### src/rtl/lbt_pkg.sv
package lbt_pkg;

    typedef enum logic [2:0] {
        ST_IDLE,
        ST_SLOT,
        ST_LISTEN,
        ST_BACKOFF,
        ST_GRANT,
        ST_HOLD
    } sched_state_t;

endpackage

### src/rtl/lbt_tick.sv
module lbt_tick #(
    parameter int DIV = 1250
) (
    input  logic clk,
    input  logic rst_n,
    input  logic clr,
    output logic tick
);
    generate
        if (DIV <= 1) begin : g_pass
            assign tick = 1'b1;
        end else begin : g_div
            localparam int PW = $clog2(DIV);
            logic [PW-1:0] pre_q;

            always_ff @(posedge clk or negedge rst_n) begin
                if (!rst_n) begin
                    pre_q <= '0;
                end else if (clr || pre_q == PW'(DIV - 1)) begin
                    pre_q <= '0;
                end else begin
                    pre_q <= pre_q + 1'b1;
                end
            end

            assign tick = (pre_q == PW'(DIV - 1));
        end
    endgenerate
endmodule

### src/rtl/lbt_lfsr.sv
module lbt_lfsr #(
    parameter int          W    = 16,
    parameter logic [15:0] SEED = 16'hACE1
) (
    input  logic         clk,
    input  logic         rst_n,
    output logic [W-1:0] value
);
    logic [W-1:0] q;
    logic         fb;

    // x^16 + x^14 + x^13 + x^11 + 1, maximal length
    assign fb = q[15] ^ q[13] ^ q[12] ^ q[10];

    always_ff @(posedge clk or negedge rst_n) begin
        if (!rst_n) begin
            q <= W'(SEED);
        end else begin
            q <= {q[W-2:0], fb};
        end
    end

    assign value = q;
endmodule

### src/rtl/lbt_slot_len.sv
module lbt_slot_len #(
    parameter int PRE_W       = 8,
    parameter int TURN_W      = 8,
    parameter int LEN_W       = 6,
    parameter int SLOT_W      = 14,
    parameter int BYTE_UNITS  = 6,
    parameter int GUARD_UNITS = 40
) (
    input  logic [PRE_W-1:0]  pre_cycles,
    input  logic [TURN_W-1:0] turn_units,
    input  logic [LEN_W-1:0]  pkt_bytes,
    output logic [SLOT_W-1:0] slot_units
);
    logic [SLOT_W-1:0] pre_part;
    logic [SLOT_W-1:0] body_part;
    logic [SLOT_W-1:0] turn_part;

    always_comb begin
        pre_part   = SLOT_W'(pre_cycles);
        body_part  = (SLOT_W'(pkt_bytes) + SLOT_W'(2)) * SLOT_W'(BYTE_UNITS);
        turn_part  = SLOT_W'(turn_units) * SLOT_W'(3);
        slot_units = pre_part + body_part + turn_part + SLOT_W'(GUARD_UNITS);
    end
endmodule

### src/rtl/lbt_sched.sv
module lbt_sched
    import lbt_pkg::*;
#(
    parameter int CLKS_PER_UNIT = 1250,
    parameter int UNITS_PER_MS  = 80,
    parameter int BYTE_UNITS    = 6,
    parameter int GUARD_UNITS   = 40,
    parameter int EXP_W         = 3,
    parameter int SLOT_NUM_W    = 8,
    parameter int PRE_W         = 8,
    parameter int TURN_W        = 8,
    parameter int LEN_W         = 6
) (
    input  logic                  clk,
    input  logic                  rst_n,
    input  logic                  cfg_listen,
    input  logic                  cfg_delay,
    input  logic                  tx_pending,
    input  logic                  chan_busy,
    input  logic [EXP_W-1:0]      backoff_exp,
    input  logic [SLOT_NUM_W-1:0] slot_num,
    input  logic [PRE_W-1:0]      pre_cycles,
    input  logic [TURN_W-1:0]     turn_units,
    input  logic [LEN_W-1:0]      pkt_bytes,
    output logic                  rx_enable,
    output logic                  tx_grant
);
    localparam int SLOT_W  = TURN_W + LEN_W;
    localparam int CNT_W   = SLOT_W + SLOT_NUM_W;
    localparam int RAND_W  = (1 << EXP_W) - 1;
    localparam int LFSR_W  = 16;

    sched_state_t state_q, state_d;

    logic [CNT_W-1:0]  wait_cnt;
    logic [TURN_W-1:0] quiet_cnt;
    logic              quiet_done;
    logic              tick;
    logic              tick_clr;
    logic [SLOT_W-1:0] slot_units;
    logic [CNT_W-1:0]  slot_delay;
    logic [LFSR_W-1:0] rand_word;
    logic [RAND_W-1:0] rand_mask;
    logic [RAND_W-1:0] rand_ms;
    logic [CNT_W-1:0]  backoff_load;

    lbt_tick #(.DIV(CLKS_PER_UNIT)) u_tick (
        .clk   (clk),
        .rst_n (rst_n),
        .clr   (tick_clr),
        .tick  (tick)
    );

    lbt_lfsr #(.W(LFSR_W), .SEED(16'hACE1)) u_lfsr (
        .clk   (clk),
        .rst_n (rst_n),
        .value (rand_word)
    );

    lbt_slot_len #(
        .PRE_W       (PRE_W),
        .TURN_W      (TURN_W),
        .LEN_W       (LEN_W),
        .SLOT_W      (SLOT_W),
        .BYTE_UNITS  (BYTE_UNITS),
        .GUARD_UNITS (GUARD_UNITS)
    ) u_slot (
        .pre_cycles (pre_cycles),
        .turn_units (turn_units),
        .pkt_bytes  (pkt_bytes),
        .slot_units (slot_units)
    );

    // Delay loads
    assign slot_delay   = CNT_W'(slot_num) * CNT_W'(slot_units);
    assign rand_mask    = RAND_W'((32'd1 << backoff_exp) - 32'd1);
    assign rand_ms      = rand_word[RAND_W-1:0] & rand_mask;
    assign backoff_load = CNT_W'(rand_ms) * CNT_W'(UNITS_PER_MS);
    assign quiet_done   = (quiet_cnt >= turn_units);

    // Restart the time base on every state change and while busy is heard
    assign tick_clr = (state_d != state_q) || (state_q == ST_LISTEN && chan_busy);

    // State register
    always_ff @(posedge clk or negedge rst_n) begin
        if (!rst_n) begin
            state_q <= ST_IDLE;
        end else begin
            state_q <= state_d;
        end
    end

    // Next state
    always_comb begin
        state_d = state_q;
        unique case (state_q)
            ST_IDLE: begin
                if (tx_pending) begin
                    if (cfg_listen) begin
                        state_d = ST_LISTEN;
                    end else if (cfg_delay) begin
                        state_d = ST_SLOT;
                    end else begin
                        state_d = ST_GRANT;
                    end
                end
            end
            ST_SLOT: begin
                if (!tx_pending) begin
                    state_d = ST_IDLE;
                end else if (wait_cnt == '0) begin
                    state_d = ST_GRANT;
                end
            end
            ST_LISTEN: begin
                if (!tx_pending) begin
                    state_d = ST_IDLE;
                end else if (chan_busy) begin
                    state_d = cfg_delay ? ST_BACKOFF : ST_LISTEN;
                end else if (quiet_done) begin
                    state_d = ST_GRANT;
                end
            end
            ST_BACKOFF: begin
                if (!tx_pending) begin
                    state_d = ST_IDLE;
                end else if (wait_cnt == '0) begin
                    state_d = ST_LISTEN;
                end
            end
            ST_GRANT: begin
                state_d = ST_HOLD;
            end
            ST_HOLD: begin
                if (!tx_pending) begin
                    state_d = ST_IDLE;
                end
            end
            default: begin
                state_d = ST_IDLE;
            end
        endcase
    end

    // Wait counter (fixed slot delay and random back-off share it)
    always_ff @(posedge clk or negedge rst_n) begin
        if (!rst_n) begin
            wait_cnt <= '0;
        end else if (state_q == ST_IDLE && state_d == ST_SLOT) begin
            wait_cnt <= slot_delay;
        end else if (state_q == ST_LISTEN && state_d == ST_BACKOFF) begin
            wait_cnt <= backoff_load;
        end else if ((state_q == ST_SLOT || state_q == ST_BACKOFF) && tick && wait_cnt != '0) begin
            wait_cnt <= wait_cnt - 1'b1;
        end
    end

    // Quiet-time counter
    always_ff @(posedge clk or negedge rst_n) begin
        if (!rst_n) begin
            quiet_cnt <= '0;
        end else if (state_q != ST_LISTEN || chan_busy) begin
            quiet_cnt <= '0;
        end else if (tick && !quiet_done) begin
            quiet_cnt <= quiet_cnt + 1'b1;
        end
    end

    // Outputs
    always_comb begin
        rx_enable = 1'b0;
        tx_grant  = 1'b0;
        unique case (state_q)
            ST_LISTEN: rx_enable = 1'b1;
            ST_GRANT:  tx_grant  = 1'b1;
            default: begin
                rx_enable = 1'b0;
                tx_grant  = 1'b0;
            end
        endcase
    end
endmodule

### config.mk
export PLATFORM = sky130hd
export DESIGN_NAME = lbt_sched
export DESIGN_NICKNAME = d
export VERILOG_FILES = /design/src/rtl/lbt_pkg.sv /design/src/rtl/lbt_tick.sv /design/src/rtl/lbt_lfsr.sv /design/src/rtl/lbt_slot_len.sv /design/src/rtl/lbt_sched.sv
export SDC_FILE = /design/constraint.sdc
export NUM_CORES = 1
export LEC_CHECK = 0
export BUFFER_PORTS_ARGS = -buffer_cell sky130_fd_sc_hd__buf_4
export CAP_MARGIN = 10
export CELL_PAD_IN_SITES_DETAIL_PLACEMENT = 2
export CELL_PAD_IN_SITES_GLOBAL_PLACEMENT = 2
export CORE_MARGIN = 1
export CORE_UTILIZATION = 43
export CTS_CLUSTER_DIAMETER = 80
export DETAILED_ROUTE_END_ITERATION = 7
export MAX_ROUTING_LAYER = met4
export PLACE_DENSITY_LB_ADDON = 0.15
export SETUP_SLACK_MARGIN = 0.05
export SLEW_MARGIN = 20
export SYNTH_ARGS = -nofsm -noshare
export SYNTH_HDL_FRONTEND = slang
export SYNTH_SLANG_ARGS = --single-unit
### constraint.sdc
create_clock -name clk -period 5.2 [get_ports clk]
set_input_delay 0.26 -clock clk [delete_from_list [all_inputs] [get_ports clk]]
set_output_delay 0.26 -clock clk [all_outputs]
set_load 0.05 [all_outputs]
==> impl_metrics.csv, run 1 <==
group,metric,value,unit
placed_design,place_inst,1190,
yosys,synth_top_area_share,19.8,%
placed_design,portBuffers,40,
yosys,yosys-top-cells-area,"fa_1 (20%), dfrtp_1 (17%), ha_1 (15%)",
outcome,first-error,"[ERROR DPL-0033] detailed placement checks failed during check placement.",
placed_design,gp_congestion,0.833,
outcome,status,"aborted with a tool error",
yosys,yosysWarningCount,0,
floorplanning,die-width,137,um
yosys,postSynthCellCount,866,
yosys,syn_avg_cell_area,9.00,sq um
yosys,synthFlopType,"dfrtp_1",
yosys,ys_seq_elements,60,
yosys,async_reset_ff_share,100,%
yosys,synth_top_cell_by_area,"fa_1",
yosys,syn_nets,1078,
clock_network,clockRootBuffer,"clkbuf_16",
floorplanning,num_rows,48,
floorplanning,start_util,44.6,%
yosys,syn_area,7790,sq um
clock_network,post_cts_buffers,26,
yosys,synth_edf_count,0,
clock_network,numCtsBuffers,9,
clock_network,htree_num_levels,3,
floorplanning,num_io_pins,41,
floorplanning,die_h,137,um
placed_design,place_ws,-2670,ps
clock_network,cts_buffer_depth,2,
clock_network,cts_hold_buffers,0,
yosys,synth_cell_types,59,
clock_network,post_cts_resized,120,
clock_network,cts.sinks,60,
yosys,yosysSeqAreaShare,19.4,%
placed_design,dp_hpwl,24900,um
outcome,stop_stage,"4_1_cts",
cells in the mapped netlist, types with 3 or more instances:
library cell and n:
o41ai_1 3, a211oi_1 9, and3_1 11, inv_1 113, clkbuf_1 18, nand3_1 21
o311ai_0 4, nor4b_1 4, dfrtp_1 52, o22ai_1 5, fa_1 77, nor2b_1 16
nor3_1 15, and2_1 54, a31oi_1 4, o21a_1 4, or4_1 4, dfstp_2 8
nand2_1 64, o21ai_0 27, a21oi_1 40, or3_1 6, nand2b_1 18, xor2_1 30
nand4_1 5, xnor2_1 33, o211ai_1 8, nor4_1 8, a21o_1 22, nor2_1 53
ha_1 96, o31a_1 3
metrics by stage:
stage | cell area [sq um] | utilization (%) | setup TNS (ps)
3_5_place_dp | 9340 | 53.4 | -35930
2_1_floorplan | 8230 | - | -17570
3_3_place_gp | 9340 | 53.4 | -26400
kinds of logic after synthesis:
group / synth area share [%]
XOR/XNOR: 7.08
buffers and inverters: 6.78
multiplexers: 0.273
flip-flops: 19.4
AO/OA/AOI/OAI: 12.0
AND/OR/NAND/NOR: 19.2
adder cells (fa/ha/maj): 35.2
==> run 2: changes to the inputs <==
--- a/config.mk
+++ b/config.mk
@@ -7,15 +7,10 @@
 export LEC_CHECK = 0
 export BUFFER_PORTS_ARGS = -buffer_cell sky130_fd_sc_hd__buf_4
 export CAP_MARGIN = 10
-export CELL_PAD_IN_SITES_DETAIL_PLACEMENT = 2
-export CELL_PAD_IN_SITES_GLOBAL_PLACEMENT = 2
 export CORE_MARGIN = 1
-export CORE_UTILIZATION = 43
-export CTS_CLUSTER_DIAMETER = 80
+export CORE_UTILIZATION = 40
 export DETAILED_ROUTE_END_ITERATION = 7
-export MAX_ROUTING_LAYER = met4
 export PLACE_DENSITY_LB_ADDON = 0.15
-export SETUP_SLACK_MARGIN = 0.05
 export SLEW_MARGIN = 20
 export SYNTH_ARGS = -nofsm -noshare
 export SYNTH_HDL_FRONTEND = slang
==> run 2 against run 1 <==
Compared with the run above:
- the flow now finishes, with violations (negative setup slack)
- synthesized cell count did not move
- synthesized area stayed put
==> impl_metrics.csv, run 2 <==
group,metric,value,unit
yosys,yosysMostFrequentCell,"inv_1",
floorplanning,num_rows,50,
drt,wl_per_cell,14.0,um
yosys,synth_cell_types,59,
worst_setup_path,critical_path.startpoint_type,"input port",
cells_and_area,regMostFlops,"wait_cnt",
yosys,synth_compound_area_share,12.0,%
floorplanning,die-width,142,um
yosys,syn_avg_cell_area,9.00,sq um
clock_network,clockRootBuffer,"clkbuf_16",
placed_design,portBuffers,40,
clock_network,cts_buffer_depth,2,
timing,period_minus_slack,6870,ps
yosys,yosysWarningCount,0,
clock_network,cts.sinks,60,
clock_network,cts_tree,"built",
floorplanning,dieArea,20000,sq um
outcome,violations,"negative setup slack",
yosys,postSynthCellCount,866,
floorplanning,start_util,41.2,%
yosys,synth_common_cells,"inv_1 (113), ha_1 (96), fa_1 (77), nand2_1 (64), and2_1 (54)",
worst_setup_path,critical-path-max-stage-delay,530,ps
global_route,grt_max_degree,61,
timing,holdWs,2.52,ps
cells_and_area,largest_reg_flops,22,
worst_setup_path,arrival,7090,ps
timing,tightest_slew,921,ps
cells_and_area,area_delta_synth_final,34.9,%
worst_setup_path,worst_setup_path_end_kind,"flip-flop",
worst_setup_path,slowest_stage,"fa_1",
clock_network,numCtsBuffers,9,
timing,rsz0062_at_grt,"true",
global_route,grt_pass1_wl,31300,um
global_route,grt_pass1_vias,6764,
floorplanning,core,18900,sq um
global_route,grt-ovfl-total,0,
floorplanning,die_h,142,um
yosys,synth_fa_ha_area_share,35.2,%
timing,fmax,0.146,GHz
drt,drcViolationCount,0,
cells_and_area,antenna_cells,0,
floorplanning,num_io_pins,41,
clock_network,clk_pin_slew,50,ps
drt,dr.pass1.iters,4,
yosys,yosys-top-cells-area,"fa_1 (20%), dfrtp_1 (17%), ha_1 (15%)",
yosys,async_reset_ff_share,100,%
cells_and_area,drive_above_1_share,30.4,%
cells_and_area,fin_cells,1278,
drt,vias_per_cell,4.99,
yosys,synth_edf_count,0,
yosys,synthMuxAreaShare,0.273,%
global_route,track_usage,19.4,%
drt,routed_wl,17900,um
flow_run,drv_cap,0,
cells_and_area,mostFrequentLayoutCells,"buf_4 (135), inv_1 (93), fa_1 (73)",
drt,dr_total_vias,6375,
clock_network,clock_latency,330,ps
worst_setup_path,reg2reg_depth,8,
drt,drt-initial-drc-count,246,
yosys,synth_top_area_share,19.8,%
timing,finClkSkew,5.06,ps
yosys,syn_nets,1078,
yosys,syn_area,7790,sq um
placed_design,gp_congestion,0.800,
yosys,synth_top_cell_by_area,"fa_1",
timing,finalSetupViolations,17,
timing,fin_crit_sh,132,%
worst_setup_path,worstPathRequired,5420,ps
yosys,synthFlopType,"dfrtp_1",
cells_and_area,final_common_cell,"buf_4",
placed_design,place_inst,1239,
drt,drtAntennaViolNets,0,
timing,maxSlewViolCount,0,
timing,setup_ws,-1670,ps
placed_design,place_ws,-2160,ps
timing,max_slew_margin,38.6,%
yosys,yosysSeqAreaShare,19.4,%
global_route,antenna_found_initial,0,
worst_setup_path,cp_max_fo,4,
cells_and_area,nFillCells,1779,
yosys,synth_top_family_by_area,"adder cells",
yosys,synth-simple-area-share,19.2,%
placed_design,dp_hpwl,14100,um
cells_and_area,final_nets,1225,
yosys,ys_seq_elements,60,
worst_setup_path,worst-setup-path-type,"in2reg",
outcome,status,"finished with violations",
yosys,synth_xor_area_share,7.08,%
clock_network,htree_num_levels,3,
min_path,hold_class,"in2async",
timing,hold_violations,0,
==> run 2: cell counts after synthesis <==
No cell type changed its count.
==> run 2: worst max-delay path, delay by kind of cell <==
kind            cells  cell delay [ps]
xor+xnor            2              270
compound gates      9             1230
simple gates        8             1190
buf+inv             7              560
fa+ha+maj          10             3590
==> run 2: metrics by stage <==
stage / setup TNS [ps] / cell area (sq um) / utilization (%)
6_report: -21180 / 10500 / 55.6
2_1_floorplan: -17570 / 8230 / -
5_1_grt: -25820 / 10500 / 55.6
3_3_place_gp: -27380 / 9480 / 50.2
3_5_place_dp: -28520 / 9480 / 50.2
4_1_cts: -20140 / 10300 / 54.3
==> run 2: cells by family after synthesis <==
kind of cell    count (synthesis)
mux                             2
simple gates                  288
flops                          60
fa+ha+maj                     173
buf+inv                       136
xor+xnor                       63
compound gates                144
==> run 2: per-layer routing <==
layer  wire [um]  vias up  GRT usage (%)  part of all wire (%)
li1            -     3185              -                     -
met2        8990       54           34.5                    50
met4         169        0           3.79                  0.95
met1        8380     3124           25.3                    47
met5           0        -              0                     0
met3         342       12           2.33                   1.9
==> run 2: final timing paths <==
check,startpoint,to,slack (ps)
min in group clk,cfg_listen,state_q[1],220
max in group asynchronous,rst_n,quiet_cnt[5],4680
worst min-delay path,rst_n,wait_cnt[7],3
worst min register to register,u_lfsr.value[9],u_lfsr.value[10],350
worst max register to register,state_q[2],wait_cnt[20],2020
worst max-delay path,pkt_bytes[1],wait_cnt[20],-1670
==> run 2: area by class of cell <==
class / instances / area (sq um) / share of cell area (%)
flip-flops and latches: 60 / 1510 / 14.4
clock inverters: 6 / 63.8 / 0.607
clock buffers: 10 / 239 / 2.27
inverters: 113 / 444 / 4.23
multi-input cells: 670 / 6620 / 63.0
well taps: 260 / 325 / 3.10
repair buffers: 159 / 1310 / 12.5
==> run 2: what timing repair did <==
action | in CTS | in global routing
pin swaps | 99 | 44
setup buffers | 19 | 7
hold buffers | 0 | 0
setup endpoints to repair | 17 | 17
gates resized for setup | 71 | 40
Power of run 2 is not shown: default switching activity piles up to over one toggle a cycle in this logic, so the estimate is an artifact.
